### src/rtl/accst_pkg.sv
package accst_pkg;

    parameter int ACC_W_DEF   = 40;
    parameter int WORD_W_DEF  = 16;
    parameter int SH_W_DEF    = 6;
    parameter int LSH_MAX_DEF = 15;
    parameter int RSH_MAX_DEF = 16;

    // Per-request control bits carried together through the datapath
    typedef struct packed {
        logic rnd_en;
        logic rnd_even;
        logic sat_en;
        logic signed_mode;
    } store_mode_t;

    // Limit a signed shift request to the supported window
    function automatic int clamp_shift(input int amt, input int lo, input int hi);
        if (amt < lo)
            return lo;
        else if (amt > hi)
            return hi;
        else
            return amt;
    endfunction

endpackage

### src/rtl/accst_shift.sv
module accst_shift
    import accst_pkg::*;
#(
    parameter int ACC_W   = ACC_W_DEF,
    parameter int SH_W    = SH_W_DEF,
    parameter int LSH_MAX = LSH_MAX_DEF,
    parameter int RSH_MAX = RSH_MAX_DEF
) (
    input  logic [ACC_W-1:0]         acc_i,
    input  logic [SH_W-1:0]          amt_i,
    output logic [ACC_W+LSH_MAX:0]   val_o
);
    localparam int WIDE_W = ACC_W + LSH_MAX + 1;

    logic [WIDE_W-1:0] wide;

    always_comb begin
        int a;
        a     = clamp_shift(int'($signed(amt_i)), -RSH_MAX, LSH_MAX);
        wide  = {{(WIDE_W-ACC_W){acc_i[ACC_W-1]}}, acc_i};
        if (a >= 0)
            val_o = wide << a;
        else
            val_o = $signed(wide) >>> (-a);
    end

endmodule

### src/rtl/accst_round.sv
module accst_round #(
    parameter int WIDE_W = 56,
    parameter int FRAC_W = 16
) (
    input  logic [WIDE_W-1:0] val_i,
    input  logic              en_i,
    input  logic              even_i,
    output logic [WIDE_W-1:0] val_o,
    output logic              tie_o
);
    localparam logic [WIDE_W-1:0] HALF = WIDE_W'(1) << (FRAC_W - 1);

    logic [WIDE_W-1:0] sum;

    always_comb begin
        tie_o = (val_i[FRAC_W-1:0] == HALF[FRAC_W-1:0]);
        sum   = val_i + HALF;
        sum[FRAC_W-1:0] = '0;
        if (even_i && tie_o)
            sum[FRAC_W] = 1'b0;
        val_o = en_i ? sum : val_i;
    end

endmodule

### src/rtl/accst_sat.sv
module accst_sat #(
    parameter int WIDE_W = 56,
    parameter int FRAC_W = 16,
    parameter int WORD_W = 16
) (
    input  logic [WIDE_W-1:0] val_i,
    input  logic              sat_en_i,
    input  logic              signed_i,
    output logic [WORD_W-1:0] word_o,
    output logic              hit_o
);
    localparam int IP_W = WIDE_W - FRAC_W;

    logic [IP_W-1:0]   ip;
    logic [WORD_W-1:0] raw;
    logic              s_fits;
    logic              u_fits;

    always_comb begin
        ip     = val_i[WIDE_W-1:FRAC_W];
        raw    = ip[WORD_W-1:0];
        s_fits = (~|ip[IP_W-1:WORD_W-1]) || (&ip[IP_W-1:WORD_W-1]);
        u_fits = ~|ip[IP_W-1:WORD_W];
        word_o = raw;
        if (sat_en_i) begin
            if (signed_i) begin
                if (!s_fits)
                    word_o = ip[IP_W-1] ? {1'b1, {(WORD_W-1){1'b0}}}
                                        : {1'b0, {(WORD_W-1){1'b1}}};
            end else begin
                if (!u_fits)
                    word_o = ip[IP_W-1] ? '0 : '1;
            end
        end
        hit_o = (word_o != raw);
    end

endmodule

### src/rtl/accst_store_unit.sv
module accst_store_unit
    import accst_pkg::*;
#(
    parameter int ACC_W   = ACC_W_DEF,
    parameter int WORD_W  = WORD_W_DEF,
    parameter int SH_W    = SH_W_DEF,
    parameter int LSH_MAX = LSH_MAX_DEF,
    parameter int RSH_MAX = RSH_MAX_DEF
) (
    input  logic              clk,
    input  logic              rst,
    input  logic              in_valid,
    input  logic [ACC_W-1:0]  acc_in,
    input  logic [SH_W-1:0]   shift_amt,
    input  logic              rnd_en,
    input  logic              rnd_even,
    input  logic              sat_en,
    input  logic              sign_ext,
    output logic              out_valid,
    output logic [WORD_W-1:0] word_out,
    output logic              sat_flag
);
    localparam int WIDE_W = ACC_W + LSH_MAX + 1;
    localparam int FRAC_W = WORD_W;

    store_mode_t       mode;
    logic [WIDE_W-1:0] shifted;
    logic [WIDE_W-1:0] rounded;
    logic              tie;
    logic [WORD_W-1:0] word_nxt;
    logic              hit_nxt;

    assign mode = '{rnd_en: rnd_en, rnd_even: rnd_even,
                    sat_en: sat_en, signed_mode: sign_ext};

    accst_shift #(
        .ACC_W(ACC_W), .SH_W(SH_W), .LSH_MAX(LSH_MAX), .RSH_MAX(RSH_MAX)
    ) u_shift (
        .acc_i (acc_in),
        .amt_i (shift_amt),
        .val_o (shifted)
    );

    accst_round #(
        .WIDE_W(WIDE_W), .FRAC_W(FRAC_W)
    ) u_round (
        .val_i  (shifted),
        .en_i   (mode.rnd_en),
        .even_i (mode.rnd_even),
        .val_o  (rounded),
        .tie_o  (tie)
    );

    accst_sat #(
        .WIDE_W(WIDE_W), .FRAC_W(FRAC_W), .WORD_W(WORD_W)
    ) u_sat (
        .val_i    (rounded),
        .sat_en_i (mode.sat_en),
        .signed_i (mode.signed_mode),
        .word_o   (word_nxt),
        .hit_o    (hit_nxt)
    );

    always_ff @(posedge clk) begin
        if (rst) begin
            out_valid <= 1'b0;
            word_out  <= '0;
            sat_flag  <= 1'b0;
        end else begin
            out_valid <= in_valid;
            if (in_valid) begin
                word_out <= word_nxt;
                sat_flag <= hit_nxt;
            end else begin
                sat_flag <= 1'b0;
            end
        end
    end

    // result strobe follows the request strobe by one edge
    assert_valid_latency_R2: assert property (@(posedge clk) disable iff (rst)
        in_valid |=> out_valid);
    assert_idle_latency_R2: assert property (@(posedge clk) disable iff (rst)
        !in_valid |=> !out_valid);

    // a tie under even rounding never leaves bit 16 set
    assert_tie_even_R6: assert property (@(posedge clk) disable iff (rst)
        (rnd_en && rnd_even && tie) |-> !rounded[FRAC_W]);

    // signed replacement only ever yields the signed limits
    assert_signed_limit_R8: assert property (@(posedge clk) disable iff (rst)
        (out_valid && sat_flag && $past(sign_ext)) |->
        (word_out == {1'b0, {(WORD_W-1){1'b1}}} || word_out == {1'b1, {(WORD_W-1){1'b0}}}));

    // unsigned replacement only ever yields the unsigned limits
    assert_unsigned_limit_R9: assert property (@(posedge clk) disable iff (rst)
        (out_valid && sat_flag && !$past(sign_ext)) |->
        (word_out == '1 || word_out == '0));

    // saturation disabled means no flag
    assert_no_sat_when_off_R10: assert property (@(posedge clk) disable iff (rst)
        (out_valid && !$past(sat_en)) |-> !sat_flag);

    // flag only accompanies a valid result
    assert_flag_needs_valid_R11: assert property (@(posedge clk) disable iff (rst)
        !out_valid |-> !sat_flag);

endmodule

### config.mk
export PLATFORM = sky130hd
export DESIGN_NAME = accst_store_unit
export DESIGN_NICKNAME = d
export VERILOG_FILES = /design/src/rtl/accst_pkg.sv /design/src/rtl/accst_shift.sv /design/src/rtl/accst_round.sv /design/src/rtl/accst_sat.sv /design/src/rtl/accst_store_unit.sv
export SDC_FILE = /design/constraint.sdc
export NUM_CORES = 1
export LEC_CHECK = 0
export BUFFER_PORTS_ARGS = -buffer_cell sky130_fd_sc_hd__buf_4
export CELL_PAD_IN_SITES_DETAIL_PLACEMENT = 1
export CELL_PAD_IN_SITES_GLOBAL_PLACEMENT = 2
export CORE_AREA = 2 2 166 168
export CTS_BUF_LIST = sky130_fd_sc_hd__clkbuf_16
export DETAILED_ROUTE_END_ITERATION = 7
export DIE_AREA = 0 0 168 170
export PLACE_DENSITY = 0.89
export SLEW_MARGIN = 20
export SYNTH_ARGS = -nofsm -noshare
export SYNTH_HDL_FRONTEND = slang
export SYNTH_SLANG_ARGS = --single-unit
### constraint.sdc
create_clock -name clk -period 8.7 [get_ports clk]
set_input_delay 1.74 -clock clk [delete_from_list [all_inputs] [get_ports clk]]
set_output_delay 1.74 -clock clk [all_outputs]
set_load 0.02 [all_outputs]
# Yosys cells after proc, flatten, opt, wreduce, memory -nomap -nowiden
# Cells that the tools add are included.
# op_classes
addsub	2
order_cmp	3
eq_ne	2
shift	2
mux	11
bitwise	1
reduce_logical	7
# ops
op	count
$mux W56	2
$mux W16	6
$mux W32	2
$add A56 B16 Y56 const B	1
$shl A56 B32 Y56	1
$sshr A40 B32 Y56	1
$ge A32 B1 Y1 const B	1
$neg A32 Y32	1
$reduce_and A25 Y1	1
$reduce_or A25 Y1	1
$reduce_or A24 Y1	1
$eq A16 B16 Y1 const B	1
$ne A16 B16 Y1	1
$gt A6 B5 Y1 const B	1
$lt A6 B5 Y1 const B	1
$reduce_or A2 Y1	1
$logic_and A1 B1 Y1	1
$logic_not A1 Y1	1
$logic_or A1 B1 Y1	1
$mux W1	1
$not A1 Y1	1
# totals
regBits	18
inputBits	53
out_inout_bits	18

# Depth between registers and ports, before layout
# logic_depth
depth_word	17
mapped_depth	35
mapped_depth_nobuf	26

# By module
# A second synthesis with hierarchy kept.
# unflattened
hier_cells	1131
area_unflattened_um2	7807.5
# modules_own_cells
mod	instances	cells_each	area_each_um2	seq_area_each_um2
accst_shift	1	849	5670.4	0.0
accst_round	1	150	1074.8	0.0
accst_store_unit	1	56	636.9	360.3
accst_sat	1	76	425.4	0.0

# Worst setup path before layout
# OpenSTA, ideal clock, no wires.
# synth_timing
kind	input to register
from	input port shift_amt[4]
to	register sat_flag
setup_ps	125
arrival_ps	9130
setup_slack_ps	-555
stages	34
path_cell_list	buf_2 nor2_1 nor2_2 inv_1 buf_2 buf_1 clkbuf_1 ha_1 clkbuf_1 nand3_1 nor2_1 ha_1 inv_1 ha_1 or4b_1 buf_2 nor4_4 buf_4 buf_2 a311oi_1 a311oi_1 nor3b_1 o31ai_1 ha_1 nand4_1 or3_4 buf_6 o41a_1 a211o_1 nor4b_4 nand3_2 o211ai_1 a21oi_1 o41a_1
# synth_via
elab_chain_cells	15
# synth_rtl
element	line	text
from (decl)	accst_store_unit.sv:14	input logic [SH_W-1:0] shift_amt,
$gt A6 B5 Y1	accst_pkg.sv:21	else if (amt > hi)
$mux W32	accst_pkg.sv:21	
$mux W32 *	accst_pkg.sv:19	if (amt < lo)
$neg A32 Y32	accst_shift.sv:24	val_o = $signed(wide) >>> (-a);
$sshr A40 B32 Y56	accst_shift.sv:24	
$mux W56 *	accst_shift.sv:21	if (a >= 0)
$add A56 B16 Y56	accst_round.sv:17	sum = val_i + HALF;
$mux W56 *	accst_round.sv:21	val_o = en_i ? sum : val_i;
$reduce_or A25 Y1	accst_sat.sv:22	s_fits = (~|ip[IP_W-1:WORD_W-1]) || (&ip[IP_W-1:WORD_W-1]);
$logic_not A1 Y1	accst_sat.sv:22	
$logic_or A1 B1 Y1	accst_sat.sv:22	
$mux W16	accst_sat.sv:27	if (!s_fits)
$mux W16	accst_sat.sv:26	if (signed_i) begin
$mux W16	accst_sat.sv:25	if (sat_en_i) begin
$ne A16 B16 Y1 *	accst_sat.sv:35	hit_o = (word_o != raw);
to (signal assigned)	accst_store_unit.sv:73	sat_flag <= hit_nxt;
to (decl)	accst_store_unit.sv:21	output logic sat_flag
# Every way passes the cells marked *; elsewhere a longest branch is shown, timed or not.
# A chain may end at the register's enable or synchronous reset.

# Worst setup path after layout
# layout_timing
from	input port shift_amt[5]
to	register sat_flag
# The elaborated chain is that of the path after synthesis.

==> qor.yml <==
die:
  die_w_um: 168
  dieHeight_um: 170
  dieArea_um2: 28600
  row_count: 60
  core_um2: 26700
  start_util_pct: 31.6
  num_io_pins: 71
cts:
  postCtsHoldBufs: 0
  cts_tree: "built"
  path_clk_slew_ns: 0.05
  postCtsResizedCells: 0
  clockBufferDepth: 2
  clock_sinks: 18
  cts-htree-levels: 1
  cts_setup_buffers: 0
  cts_buffers: 3
  clockRootBuffer: "clkbuf_16"
  clock_latency_ns: 0.25
routing:
  drc: 0
  wl_per_cell_um: 26.6
  vias_per_cell: 7.08
  drtPass1Iterations: 5
  drt-total-wl_um: 43500
  drtIter0Drc: 1387
  ant_nets: 0
  vias: 11600
finish:
  layout_common_cells: "buf_4, nand2_1, nor2_1"
  layout_commonest_cell: "buf_4"
  diodes: 0
  drive_above_1_share_pct: 16.9
  syn2layout_area_growth_pct: 13.1
  stdcell_count: 1639
  nets: 1363
setup_path:
  crit_buf_inv: 3
  crit_start: "shift_amt[5]"
  regToRegStartpoint: "word_out[12]$_SDFFE_PP0P_"
  worstPathRequired_ns: 8.83
  critical-path-top-delay-family: "simple AND/OR/NAND/NOR gates"
  endpoint_kind: "flip-flop"
  worst-path-max-fanout: 12
  arrival_ns: 8.57
  max_stage_delay_ns: 0.66
  critPathKind: "input port to flip-flop"
  critPathSlowestCell: "or4b_4"
  critPathLaunchType: "input port"
power_and_ir_drop:
  p_leak_nw: 3.41
  intPower_w: 0.000393
  peakVddDrop_uv: 48.8
  pwr-share-seq_pct: 10.7
  switching_share_pct: 55.4
  power.density_nw_per_um2: 92.7
  clockPowerShare_pct: 10.3
  switchingPower_w: 0.000490
  power.total_w: 0.000883
  comb_power_share_pct: 79.0
global_route:
  grtUsageTotal_pct: 29.6
  grt_pass1_wl_um: 67400
  antenna_found_initial: 1
  grt_pass1_vias: 11500
  grt_max_degree: 62
  gr-total-overflow: 0
sta:
  max_freq_mhz: 119
  slew_headroom_pct: 27.8
  max_slew.worst_pin.slew_ns: 1.08
  maxSlewViolCount: 0
  period_minus_slack_ns: 8.44
  rsz0062_at_grt: "no"
  min_period_over_period_pct: 97.0
  setup_viol: 0
  finalClockSkew_ns: 0
  setup_tns_ns: 0
  hold_viol_final: 0
placement:
  dp_hpwl_um: 33900
  gp_congestion: 1.09
  dp_cells: 1635
  portBuffers: 70
min_path:
  hp-class: "flip-flop to flip-flop"
  hp-start: "word_out[0]$_SDFFE_PP0P_"
synth:
  synthArstFlopShare_pct: 0
  synth.distinct_cells: 106
  synth_nets: 1330
  netlist_area_um2: 8420
  netlist_instances: 1266
  avgSynthCellArea_um2: 6.65
  synth-seq-cells: 18
  yosys_warnings: 0
  ys.flop_type: "dfxtp_1"
  synth_edf_count: 0
  ys_seq_area_share_pct: 4.28
run:
  maxCapViolCount: 0
run_status:
  status: "completed"
## layer usage
| metal | wire (µm) | up-vias | GRT usage (%) |
|---|---|---|---|
| met4 | 2550 | 0 | 14.7 |
| met2 | 19400 | 691 | 48.4 |
| li1 | - | 5098 | - |
| met1 | 17100 | 5616 | 37.1 |
| met5 | 0 | - | 0 |
| met3 | 4480 | 207 | 6.23 |
## power by group through the flow
| stage | Clock, W | Sequential, W | Combinational, W |
|---|---|---|---|
| 2_1_floorplan | 0 | 0.000104 | 0.000426 |
| 3_3_place_gp | 0 | 0.0000957 | 0.000660 |
| 3_5_place_dp | 0 | 0.0000959 | 0.000669 |
| 4_1_cts | 0.0000920 | 0.0000943 | 0.000673 |
| 5_1_grt | 0.0000978 | 0.0000949 | 0.000737 |
| 6_report | 0.0000909 | 0.0000942 | 0.000698 |
## flip-flops by register name, indices dropped and copies added (netlist names)
register	count
out_valid	1
word_out	16
sat_flag	1
## logic make-up after synthesis
group	Yosys count	share of synthesized area [%]
adder cells (fa/ha/maj)	11	1.63
AO/OA/AOI/OAI	478	40.6
AND/OR/NAND/NOR	516	33.0
buffers and inverters	135	7.03
flip-flops	18	4.28
XOR/XNOR	28	2.91
multiplexers	80	10.5
## cells in the mapped netlist (8+ instances only)
cell type    n  area, µm²
buf_1       11       41.3
o21ai_0     60        300
dfxtp_1     18        360
or2_2       13       81.3
inv_1       19       71.3
a32oi_1     10       87.6
o31ai_1     14        105
and3_1      17        106
a21o_1      11       82.6
mux2_2      16        180
o211ai_1    46        345
and2_1      10       62.6
nor3_1      53        265
xnor2_1     17        149
a211oi_1    23        173
a21oi_1     69        345
a31oi_1     25        156
nand2b_1    29        181
o22ai_1     65        407
nor4_1      21        131
xor2_1      11       96.3
a22oi_1     12       90.1
buf_2       25        125
nand3_1     55        275
nand2_1    110        413
mux2i_1     59        591
ha_1        11        138
o21a_1       8       60.1
clkbuf_1    67        251
or3_1       13       81.3
o211a_1     10        100
nand4_1     26        163
a2111oi_0    8       70.1
nor2_1     105        394
## metrics by stage
stage / area, µm² / worst slack [ns] / hold slack [ns] / utilization (%)
5_1_grt: 9530 / 0.0152 / 0.496 / 35.7
4_1_cts: 9530 / 0.463 / 0.453 / 35.7
3_5_place_dp: 9450 / 0.214 / 0.447 / 35.4
6_report: 9530 / 0.263 / 0.448 / 35.7
2_1_floorplan: 8440 / 0.0175 / 0.523 / -
3_3_place_gp: 9450 / 0.387 / 0.442 / 35.4
## final cells by class
class | instances | area, µm²
Clock buffer | 3 | 75.1
Clock inverter | 1 | 3.75
Fill cell | 3403 | 17100
Inverter | 22 | 82.6
Multi-Input combinational cell | 1113 | 7490
Sequential cell | 18 | 360
Tap cell | 341 | 427
Timing Repair Buffer | 141 | 1080
## path summary, 6_finish.rpt
check	to	slack [ns]	depth (start not counted)
setup reg to reg	word_out[12]$_SDFFE_PP0P_	7.97	2
setup / recovery	sat_flag$_SDFF_PP0_	0.26	25
hold reg to reg	word_out[0]$_SDFFE_PP0P_	0.45	2
hold / removal	word_out[0]$_SDFFE_PP0P_	0.45	2
## worst min-delay path, delay by kind of cell (launching register included)
family,cells,cell delay (ns)
flip-flops,1,0.31
AO/OA/AOI/OAI,1,0.05
AND/OR/NAND/NOR,1,0.05
Note: power is estimated with default switching activity, not from simulation.
